[config.mk]
export PLATFORM = sky130hd
export DESIGN_NAME = ctxsw_watchdog
export DESIGN_NICKNAME = d
export VERILOG_FILES = /design/src/rtl/ctxsw_pkg.sv /design/src/rtl/ctxsw_timer.sv /design/src/rtl/ctxsw_info.sv /design/src/rtl/ctxsw_watchdog.sv
export SDC_FILE = /design/constraint.sdc
export NUM_CORES = 1
export LEC_CHECK = 0
export BUFFER_PORTS_ARGS = -buffer_cell sky130_fd_sc_hd__buf_2
export CORE_MARGIN = 2
export CORE_UTILIZATION = 35
export DETAILED_ROUTE_END_ITERATION = 10
export PLACE_DENSITY = 0.62
export SYNTH_ARGS = -nofsm -noshare
export SYNTH_HDL_FRONTEND = slang
export SYNTH_SLANG_ARGS = --single-unit
[constraint.sdc]
create_clock -name clk -period 3.1 [get_ports clk]
set_input_delay 0.62 -clock clk [delete_from_list [all_inputs] [get_ports clk]]
set_output_delay 0.62 -clock clk [all_outputs]
set_load 0.02 [all_outputs]
[src/rtl/ctxsw_pkg.sv]
package ctxsw_pkg;
  // Live status of a pending timeout record
  typedef enum logic [1:0] {
    ST_AWAIT   = 2'd0,
    ST_ENG_RST = 2'd1,
    ST_ACKED   = 2'd2,
    ST_DROPPED = 2'd3
  } wd_status_e;
endpackage

[src/rtl/ctxsw_timer.sv]
module ctxsw_timer #(
  parameter int PERIOD_W = 16
) (
  input  logic                clk,
  input  logic                rst,
  input  logic [PERIOD_W-1:0] period_i,
  input  logic                det_en_i,
  input  logic                req_i,
  input  logic                ack_i,
  input  logic                eng_rst_i,
  output logic                fire_o,
  output logic                late_ack_o
);
  logic                busy_q;
  logic                expired_q;
  logic [PERIOD_W-1:0] cnt_q;

  // One timeout per request; an acknowledge, reset or new request in the
  // same cycle suppresses it.
  assign fire_o = busy_q && !expired_q && (cnt_q == '0) && det_en_i &&
                  !ack_i && !eng_rst_i && !req_i;
  assign late_ack_o = ack_i && expired_q;

  always_ff @(posedge clk) begin
    if (rst) begin
      busy_q    <= 1'b0;
      expired_q <= 1'b0;
      cnt_q     <= '0;
    end else begin
      if (eng_rst_i)                  busy_q <= 1'b0;
      else if (ack_i)                 busy_q <= 1'b0;
      else if (req_i) begin
        busy_q <= 1'b1;
        cnt_q  <= period_i;
      end else if (busy_q && cnt_q != '0) cnt_q <= cnt_q - 1'b1;

      // The timed-out request stays expected until acked or superseded,
      // even across an engine reset.
      if (ack_i || req_i) expired_q <= 1'b0;
      else if (fire_o)    expired_q <= 1'b1;
    end
  end
endmodule

[src/rtl/ctxsw_info.sv]
module ctxsw_info
  import ctxsw_pkg::*;
#(
  parameter int ID_W = 12
) (
  input  logic            clk,
  input  logic            rst,
  input  logic            fire_i,
  input  logic            late_ack_i,
  input  logic            eng_rst_i,
  input  logic            clr_i,
  input  logic [1:0]      phase_i,
  input  logic [ID_W-1:0] prev_i,
  input  logic [ID_W-1:0] next_i,
  output logic            pend_o,
  output logic [1:0]      phase_o,
  output logic [ID_W-1:0] prev_o,
  output logic [ID_W-1:0] next_o,
  output logic [1:0]      status_o
);
  wd_status_e st_q;

  assign status_o = st_q;

  always_ff @(posedge clk) begin
    if (rst) begin
      pend_o  <= 1'b0;
      phase_o <= '0;
      prev_o  <= '0;
      next_o  <= '0;
      st_q    <= ST_AWAIT;
    end else if (fire_i && (!pend_o || clr_i)) begin
      // fresh record; wins over a simultaneous clear
      pend_o  <= 1'b1;
      phase_o <= phase_i;
      prev_o  <= prev_i;
      next_o  <= next_i;
      st_q    <= ST_AWAIT;
    end else if (clr_i) begin
      pend_o  <= 1'b0;
      phase_o <= '0;
      prev_o  <= '0;
      next_o  <= '0;
      st_q    <= ST_AWAIT;
    end else if (pend_o) begin
      if (fire_i)
        st_q <= ST_DROPPED;
      else if (late_ack_i && (st_q == ST_AWAIT || st_q == ST_ENG_RST))
        st_q <= ST_ACKED;
      else if (eng_rst_i && st_q == ST_AWAIT)
        st_q <= ST_ENG_RST;
    end
  end
endmodule

[src/rtl/ctxsw_watchdog.sv]
module ctxsw_watchdog #(
  parameter int NUM_ENG  = 8,
  parameter int PERIOD_W = 16,
  parameter int ID_W     = 12
) (
  input  logic                    clk,
  input  logic                    rst,
  input  logic                    cfg_we,
  input  logic [PERIOD_W-1:0]     cfg_period,
  input  logic                    cfg_detect_en,
  input  logic                    clr_we,
  input  logic [NUM_ENG-1:0]      clr_mask,
  input  logic [NUM_ENG-1:0]      eng_req,
  input  logic [NUM_ENG-1:0]      eng_ack,
  input  logic [NUM_ENG-1:0]      eng_rst,
  input  logic [2*NUM_ENG-1:0]    eng_phase,
  input  logic [ID_W*NUM_ENG-1:0] eng_prev_id,
  input  logic [ID_W*NUM_ENG-1:0] eng_next_id,
  output logic [NUM_ENG-1:0]      pending,
  output logic [2*NUM_ENG-1:0]    info_phase,
  output logic [ID_W*NUM_ENG-1:0] info_prev_id,
  output logic [ID_W*NUM_ENG-1:0] info_next_id,
  output logic [2*NUM_ENG-1:0]    info_status
);
  logic [PERIOD_W-1:0] period_q;
  logic                det_en_q;

  always_ff @(posedge clk) begin
    if (rst) begin
      period_q <= '1;
      det_en_q <= 1'b0;
    end else if (cfg_we) begin
      period_q <= cfg_period;
      det_en_q <= cfg_detect_en;
    end
  end

  for (genvar e = 0; e < NUM_ENG; e++) begin : g_eng
    logic fire, late_ack;

    ctxsw_timer #(.PERIOD_W(PERIOD_W)) u_timer (
      .clk       (clk),
      .rst       (rst),
      .period_i  (period_q),
      .det_en_i  (det_en_q),
      .req_i     (eng_req[e]),
      .ack_i     (eng_ack[e]),
      .eng_rst_i (eng_rst[e]),
      .fire_o    (fire),
      .late_ack_o(late_ack)
    );

    ctxsw_info #(.ID_W(ID_W)) u_info (
      .clk       (clk),
      .rst       (rst),
      .fire_i    (fire),
      .late_ack_i(late_ack),
      .eng_rst_i (eng_rst[e]),
      .clr_i     (clr_we && clr_mask[e]),
      .phase_i   (eng_phase[2*e +: 2]),
      .prev_i    (eng_prev_id[ID_W*e +: ID_W]),
      .next_i    (eng_next_id[ID_W*e +: ID_W]),
      .pend_o    (pending[e]),
      .phase_o   (info_phase[2*e +: 2]),
      .prev_o    (info_prev_id[ID_W*e +: ID_W]),
      .next_o    (info_next_id[ID_W*e +: ID_W]),
      .status_o  (info_status[2*e +: 2])
    );
  end
endmodule

# Word-level counts from Yosys, hierarchy flattened
# Cells that the tools add are included.
[word_totals]
latch_bits = 0
ramBits = 0
regBits = 393
word_cells = 442
rom_bits = 0
memories = 0
[op_classes]
mul = 0
eq_ne = 8
mux = 96
bitwise = 16
div = 0
reduce_logical = 248
n_addsub = 8
magnitude_cmp = 0
n_shift = 0
[op_table]
columns = ["op", "count"]
rows = [
  ["$mux W12", 24],
  ["$mux W16", 16],
  ["$logic_not A16 Y1", 8],
  ["$reduce_bool A16 Y1", 8],
  ["$sub A16 B1 Y16 const B", 8],
  ["$logic_and A1 B1 Y1", 96],
  ["$mux W2", 40],
  ["$reduce_or A3 Y1", 16],
  ["$logic_not A1 Y1", 40],
  ["$reduce_bool A2 Y1", 16],
  ["$logic_or A1 B1 Y1", 24],
  ["$reduce_and A3 Y1", 8],
  ["$reduce_bool A3 Y1", 8],
  ["$eq A2 B1 Y1 const B", 8],
  ["$logic_not A2 Y1", 8],
  ["$mux W1", 16],
  ["$not A1 Y1", 16],
  ["$reduce_and A2 Y1", 8],
  ["$reduce_or A2 Y1", 8],
]

# Depth between registers and ports, before layout
# Gate-level depths: netlist of the first run.
[logic_depth]
ltp_word = 9
depth_mapped = 9

# Cells and area by module
# From an unflattened synthesis of the first run, not the netlist that was laid out.
[hier_totals]
hier_cells = 1888
hier_area_um2 = 17508.0
[modules_own_cells]
columns = ["module", "n_inst", "seq_area_each_um2", "area_each_um2", "cells_per_inst"]
rows = [
  ["ctxsw_timer", 8, 360.3, 1123.6, 154],
  ["ctxsw_info", 8, 580.6, 978.4, 74],
  ["ctxsw_watchdog", 1, 340.3, 691.9, 64],
]

# Worst setup path before layout of the first run
# No wires, ideal clock.
[synth_path]
path_type = "register to register"
startpoint = "register g_eng[7].u_timer.cnt_q[0]"
endpoint = "register g_eng[7].u_info.next_o[10]"
stages_incl_launch_ff = 9
arrival_time_ps = 2513
path_slack_ps = 470
setup_time_ps = 117
cell_sequence = "dfxtp_1 -> inv_1 -> ha_1 -> or4b_2 -> or4_4 -> o311a_1 -> buf_2 -> buf_2 -> a22o_1"
[synth_via]
elab_chain_cells = 8
elab_cells_between_ends = 9
[synth_lines]
columns = ["item", "line", "rtl"]
rows = [
  ["start: declaration", "ctxsw_timer.sv:16", "logic [PERIOD_W-1:0] cnt_q;"],
  ["start signal: assignment", "ctxsw_timer.sv:34", "cnt_q <= period_i;"],
  ["start signal: assignment", "ctxsw_timer.sv:35", "end else if (busy_q && cnt_q != '0) cnt_q <= cnt_q - 1'b1;"],
  ["$logic_not A16 Y1 *", "ctxsw_timer.sv:20", "assign fire_o = busy_q && !expired_q && (cnt_q == '0) && det_en_i &&"],
  ["$logic_and A1 B1 Y1 * (3 in series)", "ctxsw_timer.sv:20", ""],
  ["$logic_and A1 B1 Y1 * (2 in series)", "ctxsw_timer.sv:21", "!ack_i && !eng_rst_i && !req_i;"],
  ["$logic_and A1 B1 Y1 *", "ctxsw_info.sv:32", "end else if (fire_i && (!pend_o || clr_i)) begin"],
  ["$mux W12 / $reduce_bool A2 Y1 (equally long branches)", "--", ""],
  ["end signal: assignment", "ctxsw_info.sv:37", "next_o <= next_i;"],
  ["end: declaration", "ctxsw_info.sv:18", "output logic [ID_W-1:0] next_o,"],
]
# Mark *: on every way between the ends. The rest lies on a longest branch, timed or not.
# A chain may end at the register's enable or synchronous reset.

# Worst setup path after layout of the first run
[layout_path]
startpoint = "register g_eng[7].u_timer.cnt_q[0]"
endpoint = "register g_eng[7].u_info.next_o[7]"
# The elaborated chain is that of the path after synthesis.

==> results.toml, run 1 <==
[drt]
drc = 0
dr.pass1.iters = 8
vias = 16625
wl_met3_mm = 3.988
postRouteAntennaNets = 0
met2_length_mm = 24.66
drtIter0Drc = 1250
top_layer = "met5"
met1_length_mm = 23.47
via_per_inst = 5.507
wirelength_mm = 53.67
post_drt_wl_per_cell_um = 17.78

[timing]
tns_ns = 0
clock_skew_ns = 0.01925
min_period_over_period = 0.9530
rsz0062_at_grt = "false"
slew_headroom = 0.3045
fmax_mhz = 338.5
final-max-slew-violation-count = 0
hold_viol_final = 0
finalCriticalPeriod_ns = 2.954
worst_pin_slew_ns = 1.043
setup_violations = 0

[setup_path]
crit_fanout = 27
arrival_ns = 3.42
reg2regPathDepth = 6
slowest_delay_ns = 0.69
reg2reg_setup_slack_ns = 0.15
r2r_start = "g_eng[7].u_timer.cnt_q[0]"
required_ns = 3.56
worstSetupStartpoint = "g_eng[7].u_timer.cnt_q[0]"
crit_slowest_cell = "o311a_1"
worst_r2r_endpoint = "g_eng[7].u_info.next_o[7]"
path_cells = "inv_1 > ha_1 > or4b_2 > or4_4 > o311a_1 > a22o_1"
path_class = "reg2reg"
start_kind = "flop"
cp-end-kind = "flop"
crit_path_end = "g_eng[7].u_info.next_o[7]"

[die]
io-pin-count = 493
rows = 80
initial_core_util = 0.3560
die_h_um = 224.6
core_area_um2 = 47850
die_w_um = 224.6
dieArea_um2 = 50440

[synth]
synth_compound_area_frac = 0.2760
async_flop_share = 0
synth_commonest_cells = "393 x dfxtp_1, 203 x a22o_1, 196 x nand2_1"
syn_inst = 1921
yosys.area.top_type_share = 0.4619
netlist-cell-type-count = 79
yosys.area_share.simple = 0.1841
muxShareOfSynthArea = 0.01770
synth_fa_ha_area_frac = 0.01175
synth_fp_nets = 2198
synth_top_family_by_area = "compound AO/OA/AOI/OAI gates"
synth_warnings = 0
avgSynthCellArea_um2 = 8.866
synth_edf_count = 0
synthTopCellsByArea = "dfxtp_1 46%, a22o_1 10%, a21oi_1 4.7%, nand2_1 4.3%, o21ai_0 3.0%"
netlist_area_um2 = 17030
ys.flop_type = "dfxtp_1"
synth_xor_area_frac = 0.001543
synth_most_common_cell = "dfxtp_1"
synth_seq_cells = 393
synth_largest_area_cell = "dfxtp_1"
yosysSeqAreaShare = 0.4619

[global_route]
gr-total-overflow = 0
antenna_found_initial = 2
grt_pass1_vias = 15405
grt_usage = 0.2008
grt_max_degree = 85
grt_pass1_wl_mm = 82.63

[power_and_ir_drop]
p_leak_nw = 9.512
power_w = 0.01274
peakVddDrop_mv = 0.3959
power.density_cell_area_nw_per_um2 = 587.1

[clocking]
post_cts_buffers = 0
clock-root-buffer = "clkbuf_16"
clkSlewWorstSetupHoldPaths_ns = 0.06
cts_resized = 0
htreeDepth = 2
cts_hold_buf = 0
worstSkewPairLatency_ns = 0.59
cts.path.max_buffers = 3
cts_made_buffers = 46
cts_tree = "built"
cts_sinks = 393

[cells_and_area]
nets = 2642
drive_gt1_frac = 0.2727
finalNonFillerCells = 3019
area_growth_pct = 27.38
utilization = 0.4534
n_fill_cell = 4651

[placed_design]
portBuffers = 492
hpwl_mm = 36.76
gp_congestion = 0.8704
dp.cells = 2932

[run_status]
status = "complete, no violations"

[worst_hold_path]
hp-class = "in2reg"

[run]
maxCapViolations = 0
-- state kept, by name (all words and copies together), names as in the netlist --
name	cells
g_eng.u_timer.cnt_q	128
g_eng.u_info.status_o	16
g_eng.u_info.prev_o	96
det_en_q	1
g_eng.u_info.pend_o	8
g_eng.u_timer.busy_q	8
g_eng.u_timer.expired_q	8
g_eng.u_info.phase_o	16
period_q	16
g_eng.u_info.next_o	96
-- worst max-delay path, delay by kind of cell, from the launching register on --
family                     cells  cell delay, ns
AOI/OAI and AO/OA              2            1.07
adders and majority gates      1            0.14
buffers and inverters          1            0.09
DFF                            1            0.35
and+or+nand+nor                2            1.18
-- how the worst min path moves through the flow --
| stage | startpoint | endpoint | slack [ns] | cells after the start |
|---|---|---|---|---|
| floorplan | g_eng[5].u_timer.cnt_q[1] | g_eng[5].u_timer.cnt_q[1] | 0.44 | 2 |
| global placement | g_eng[2].u_info.next_o[3] | g_eng[2].u_info.next_o[3] | 0.46 | 1 |
| detailed placement | g_eng[7].u_info.next_o[3] | g_eng[7].u_info.next_o[3] | 0.46 | 1 |
| CTS | eng_phase[7] | g_eng[3].u_info.phase_o[1] | 0.20 | 2 |
| global route | eng_ack[3] | g_eng[3].u_timer.expired_q | 0.20 | 2 |
| finish | eng_ack[3] | g_eng[3].u_timer.expired_q | 0.24 | 2 |
-- report_power, final --
group	internal (W)	total (W)	switching [W]	leakage [nW]
combinational	0.000623	0.00156	0.000940	5.53
sequential	0.00518	0.00538	0.000204	3.18
clock	0.00355	0.00579	0.00224	0.802
total	0.00935	0.0127	0.00339	9.51
-- placed cells by master, fill, tap and decap left out, types with 10 or more instances in the layout --
cell,synthesis,routed
buf_2,11,491
dfxtp_1,393,393
a22o_1,203,203
nand2_1,196,196
a21oi_1,160,159
nor2_1,130,130
o21ai_0,103,103
nor3_1,49,49
buf_4,10,49
clkbuf_16,0,46
inv_1,44,44
nand3_1,35,35
nand4_1,30,30
mux2i_1,29,29
a31oi_1,29,29
nor4_1,27,27
a22oi_1,21,21
or4_1,19,19
o21a_1,17,17
and3_1,17,17
ha_1,16,16
nand3b_1,14,14
nor3b_1,13,13
a211oi_1,15,13
or3_1,12,12
nor2b_1,12,12
and2_1,11,11
o22ai_1,11,11
a32oi_1,10,10
-- kinds of logic (layout without fill, tap and decap cells) --
logic type,count (synthesis),after routing
DFF,393,393
AOI/OAI and AO/OA,667,667
xor gates and xnor gates,3,3
muxes,30,30
and+or+nand+nor,619,619
adders and majority gates,16,16
other,0,2
buffers and inverters,193,674
-- area by class of cell --
| type | instances | area [um2] | area share |
|---|---|---|---|
| inverter | 46 | 172.7 | 0.007959 |
| antenna | 2 | 5.005 | 0.0002307 |
| timing repair buffer | 543 | 2877 | 0.1326 |
| multi-input combinational | 1335 | 8378 | 0.3862 |
| sequential | 393 | 7868 | 0.3627 |
| tap | 615 | 769.5 | 0.03547 |
| clock buffer | 63 | 1305 | 0.06015 |
| clock inverter | 22 | 320.3 | 0.01476 |
-- stage by stage --
stage	instance area, um2	setup WS [ns]	hold slack [ns]
after floorplan	17030	0.4703	0.4449
after global placement	20060	0.2353	0.4552
after detailed placement	20060	0.1559	0.4593
after CTS	21690	0.1413	0.2035
after global routing	21690	0.02663	0.2038
final	21690	0.1458	0.2356
-- metal layers --
layer	GRT usage	up-vias
met4	0.06793	2
met3	0.04925	97
met2	0.3227	613
li1	-	8087
met1	0.2634	7826
met5	0	-
Power figures use the tool's default switching activity.
==> inputs of run 2 (changes only) <==
==> constraint.sdc (replaced) <==
create_clock -name clk -period 3.1 [get_ports clk]
set_input_delay 0.31 -clock clk [delete_from_list [all_inputs] [get_ports clk]]
set_output_delay 0.31 -clock clk [all_outputs]
set_load 0.02 [all_outputs]
==> run 2 against run 1 <==
- combinational power is 15% higher
- clock skew is 0.0012 ns lower
- sequential share of layout area down 3.3 points
- sequential power barely moved
- critical path type unchanged
- largest cell class unchanged
- highest routed layer is now met4
==> results.toml, run 2 (synthesized netlist as in run 1, its figures left out) <==
[power_and_ir_drop]
pwr-share-clk = 0.437
power_w = 0.01276
power.density_cell_area_nw_per_um2 = 534.1
switchingPower_w = 0.003410
p_leak_nw = 10.41
peakVddDrop_mv = 0.3258
p_int_w = 0.009346
pwr-share-seq = 0.422
switching_share = 0.2673
p_comb_frac = 0.141

[setup_path]
required_ns = 3.56
arrival_ns = 3.40
crit_fanout = 27
start_kind = "flop"
path_class = "reg2reg"
cp-end-kind = "flop"

[clocking]
clock-root-buffer = "clkbuf_16"
cts_tree = "built"
worstSkewPairLatency_ns = 0.58
post_cts_buffers = 0
htreeDepth = 2
clkSlewWorstSetupHoldPaths_ns = 0.06
cts_made_buffers = 45
cts_sinks = 393
cts.path.max_buffers = 3

[global_route]
grt_usage = 0.2150
antenna_found_initial = 1
grt_pass1_vias = 16933
grt_pass1_wl_mm = 89.06
gr-total-overflow = 0
grt_max_degree = 82

[timing]
min_period_over_period = 0.9463
worst_pin_slew_ns = 1.198
fmax_mhz = 340.9
setup_violations = 0
final-max-slew-violation-count = 0
rsz0062_at_grt = "false"
holdWs_ns = 0.04041
clock_skew_ns = 0.01809
slew_headroom = 0.2016
tns_ns = 0
finalCriticalPeriod_ns = 2.934
hold_viol_final = 0

[cells_and_area]
drive_gt1_frac = 0.2488
final_area_um2 = 23890
nets = 2868
n_fill_cell = 4431
layout_commonest_cell = "buf_2"
reg_top3 = "g_eng.u_timer.cnt_q: 128 flops, g_eng.u_info.next_o: 96 flops, g_eng.u_info.prev_o: 96 flops"
final_cell_mix = "491 x buf_2, 393 x dfxtp_1, 231 x dlygate4sd3_1"
multiInputGateArea_um2 = 8384
largest_register = "g_eng.u_timer.cnt_q"
finalNonFillerCells = 3241
largest_register_ffs = 128
ff_latch_area_um2 = 7868
area_growth_pct = 40.24

[run_status]
status = "complete, no violations"

[die]
core_area_um2 = 47850
die_w_um = 224.6
io-pin-count = 493
initial_core_util = 0.3560
rows = 80
dieArea_um2 = 50440
die_h_um = 224.6

[drt]
via_per_inst = 5.435
dr.pass1.iters = 6
drc = 0
post_drt_wl_per_cell_um = 17.64
vias = 17614
wirelength_mm = 57.17
drtIter0Drc = 1170
postRouteAntennaNets = 0

[placed_design]
dp.cells = 2928
portBuffers = 492
gp_congestion = 0.8843
hpwl_mm = 36.56
postPlaceCellArea_um2 = 20020

[worst_hold_path]
hp-class = "in2reg"

[run]
maxCapViolations = 0
[run 2: cell types whose count changed in the layout (fill, tap and decap cells not counted), sizes merged]
cell         change
dlygate4sd3    +231
clkbuf           -7
buf              -4
clkinvlp         +4
clkinv           +3
inv              -3
bufinv           -1
diode            -1
[run 2: critical path: stages (launching register included)]
cell,delay (ns)
dfxtp_1,0.35
inv_1,0.09
ha_1,0.14
or4b_2,0.65
or4_4,0.53
o311a_1,0.68
a22o_1,0.37
[run 2: final cells by class]
| cell class | count | share of cell area |
|---|---|---|
| sequential | 393 | 0.3294 |
| tap | 615 | 0.03222 |
| clock buffer | 56 | 0.05223 |
| timing repair buffer | 770 | 0.2155 |
| multi-input combinational | 1335 | 0.3510 |
| clock inverter | 25 | 0.01236 |
| antenna | 1 | 0.0001048 |
| inverter | 46 | 0.007229 |
[run 2: path summary, 6_finish.rpt]
path | startpoint | slack, ns | endpoint | cells past startpoint
min reg2reg | g_eng[4].u_info.next_o[2] | 0.47 | g_eng[4].u_info.next_o[2] | 1
max reg2reg | g_eng[7].u_timer.cnt_q[0] | 0.17 | g_eng[7].u_info.phase_o[0] | 6
max | g_eng[7].u_timer.cnt_q[0] | 0.17 | g_eng[7].u_info.phase_o[0] | 6
min | cfg_period[13] | 0.04 | period_q[13] | 3
[run 2: power by group through the flow]
stage	Combinational [W]	Clock, W	Sequential (W)
after global routing	0.00199	0.00594	0.00540
after global placement	0.00151	0	0.00549
after detailed placement	0.00153	0	0.00549
final	0.00180	0.00557	0.00539
after floorplan	0.00107	0	0.00539
after CTS	0.00177	0.00572	0.00538
[run 2: repair_timing]
| action | in CTS | in global routing |
|---|---|---|
| endpoints found under the setup margin | 0 | 12 |
| resized for setup | 0 | 1 |
| hold buffers | 231 | 0 |
| hold endpoints to repair | 231 | 0 |
[run 2: per-layer routing]
metal  track usage  wire [um]  vias up
li1              -          -     8524
met1        0.2737      24310     8327
met2        0.3602      26900      646
met3       0.04833       4265      117
met4       0.07071       1691        0
met5             0          0        -
[run 2: metrics by stage]
| stage | worst slack [ns] | utilization |
|---|---|---|
| floorplan | 0.4703 | - |
| global placement | 0.2597 | 0.4185 |
| detailed placement | 0.1739 | 0.4185 |
| CTS | 0.1550 | 0.4990 |
| global route | 0.02186 | 0.4992 |
| finish | 0.1663 | 0.4992 |
==> inputs of run 3 (changes only) <==
- CORE_UTILIZATION: 35 -> 30
- PLACE_DENSITY: 0.62 -> 0.55
- SKIP_CTS_REPAIR_TIMING: not set -> 1
==> run 3 against run 2 <==
- the flow now finishes with violations (hold timing)
- maximum frequency increased by 0.15%
- via count increased by 0.12%
- clock-buffer cell count increased by 11
- clock skew decreased by 0.00085 ns
- first-iteration DRC count decreased by 7.5%
- worst setup slack improved by 0.0045 ns
- hold slack got worse by 0.042 ns
- wire length increased by 3.7%
- die area increased by 16%
- non-clock buffer count increased by 3
- register-to-register slack about the same
==> results.toml, run 3 (synthesized netlist as in run 1, its figures left out) <==
[setup_path]
reg2regPathDepth = 5
required_ns = 3.57
start_kind = "flop"
crit_fanout = 28
path_cells = "or4_4 > or2_1 > or4_1 > o211a_1 > a22o_1"
crit_buf_inv = 0
crit_slowest_cell = "or4_1"
cp-end-kind = "flop"
worstSetupStartpoint = "g_eng[1].u_timer.cnt_q[7]"
slowest_delay_ns = 0.67
cpLargestDelayFamily = "simple AND/OR/NAND/NOR gates"
reg2reg_setup_slack_ns = 0.17
r2r_start = "g_eng[1].u_timer.cnt_q[7]"
worst_r2r_endpoint = "g_eng[1].u_info.prev_o[4]"
path_depth = 5
arrival_ns = 3.40
crit_path_end = "g_eng[1].u_info.prev_o[4]"
path_class = "reg2reg"

[cells_and_area]
largest_register_ffs = 128
layout_commonest_cell = "buf_2"
n_fill_cell = 5449
reg_top3 = "g_eng.u_timer.cnt_q: 128 flops, g_eng.u_info.next_o: 96 flops, g_eng.u_info.prev_o: 96 flops"
largest_register = "g_eng.u_timer.cnt_q"
area_growth_pct = 41.56
drive_gt1_frac = 0.2476
final_cell_mix = "491 x buf_2, 393 x dfxtp_1, 231 x dlygate4sd3_1"
nets = 2873

[drt]
postRouteAntennaNets = 0
drc = 0
post_drt_wl_per_cell_um = 17.50
dr.pass1.iters = 5
wirelength_mm = 59.27
via_per_inst = 5.207
vias = 17636
drtIter0Drc = 1082

[placed_design]
dp_slack_ns = 0.1763
gp_congestion = 0.8362
hpwl_mm = 37.76
portBuffers = 492

[run]
maxCapViolations = 0

[timing]
fmax_mhz = 341.4
rsz0062_at_grt = "false"
holdWs_ns = -0.001405
finalCriticalPeriod_ns = 2.929
final-max-slew-violation-count = 0
hold_viol_final = 1
worst_pin_slew_ns = 1.027
clock_skew_ns = 0.01723
setup_violations = 0
slew_headroom = 0.3151
tns_ns = 0
min_period_over_period = 0.9449
setup_ws_ns = 0.1708

[clocking]
cts_made_buffers = 47
cts_sinks = 393
clkSlewWorstSetupHoldPaths_ns = 0.06
cts_tree = "built"
clock-root-buffer = "clkbuf_16"
worstSkewPairLatency_ns = 0.59
cts.path.max_buffers = 3
htreeDepth = 2

[power_and_ir_drop]
p_leak_nw = 10.45
power.density_cell_area_nw_per_um2 = 532.8
peakVddDrop_mv = 0.3825

[run_status]
status = "complete, but fails checks"
violations = "hold timing"

[global_route]
antenna_found_initial = 3
grt_pass1_vias = 15829
grt_usage = 0.1812
grt_pass1_wl_mm = 87.06
gr-total-overflow = 0
grt_max_degree = 129

[die]
initial_core_util = 0.3026
dieArea_um2 = 58690
core_area_um2 = 56280
io-pin-count = 493
die_w_um = 242.3
rows = 87
die_h_um = 242.3

[worst_hold_path]
hp-class = "in2reg"
## run 3: changes by cell type in the layout (fill, tap and decap cells not counted)
cell / before / now
diode_2: 1 / 2
nor4b_1: 5 / 6
clkinvlp_4: 5 / 1
clkbuf_8: 8 / 10
bufinv_16: 6 / 4
clkbuf_16: 45 / 49
clkbuf_1: 3 / 8
clkinv_4: 1 / 0
clkinv_2: 12 / 10
buf_4: 46 / 49
inv_6: 1 / 0
nor4b_2: 1 / 0
## run 3: worst min-delay path by stage
stage | startpoint | end | cells after the start
after detailed placement | g_eng[4].u_info.next_o[6] | g_eng[4].u_info.next_o[6] | 1
after floorplan | eng_ack[0] | g_eng[0].u_timer.expired_q | 1
after CTS | eng_ack[2] | g_eng[2].u_timer.expired_q | 2
after global routing | cfg_detect_en | det_en_q | 3
after global placement | g_eng[2].u_info.next_o[1] | g_eng[2].u_info.next_o[1] | 1
final | cfg_detect_en | det_en_q | 3
## run 3: cell type report
type	count	area, um2	share of cell area
clock inverter	15	177.7	0.007369
tap	756	945.9	0.03923
sequential	393	7868	0.3263
timing repair buffer	773	5169	0.2144
inverter	46	172.7	0.007162
antenna	2	5.005	0.0002076
clock buffer	67	1394	0.05781
multi-input combinational	1335	8378	0.3475
## run 3: power breakdown
group          switching (W)  leakage [nW]  total [W]  internal, W
combinational       0.000993          6.48    0.00181     0.000815
sequential          0.000209          3.18    0.00539      0.00518
clock                0.00221         0.781    0.00565      0.00344
## run 3: per-layer routing
metal	track usage	part of all wire	up-vias
li1	-	-	8533
met1	0.2329	0.43	8379
met2	0.2991	0.48	609
met3	0.04420	0.068	115
met4	0.05519	0.027	0
met5	0	0	-
## run 3: worst register-to-register path, delay by kind of cell, from the launching register on
kind	cells	cell delay, ns
simple gates	3	1.47
compound gates	2	1.00
flops	1	0.35
## run 3: stage by stage
stage / cells / utilization / total power [W] / instance area, um2
4_1_cts: 3154 / 0.3872 / 0.01279 / 21790
2_1_floorplan: 1921 / - / 0.006460 / 17030
3_3_place_gp: 3072 / 0.3593 / 0.007013 / 20220
5_1_grt: 3386 / 0.4284 / 0.01345 / 24110
3_5_place_dp: 3072 / 0.3593 / 0.007044 / 20220
6_report: 3387 / 0.4284 / 0.01285 / 24110
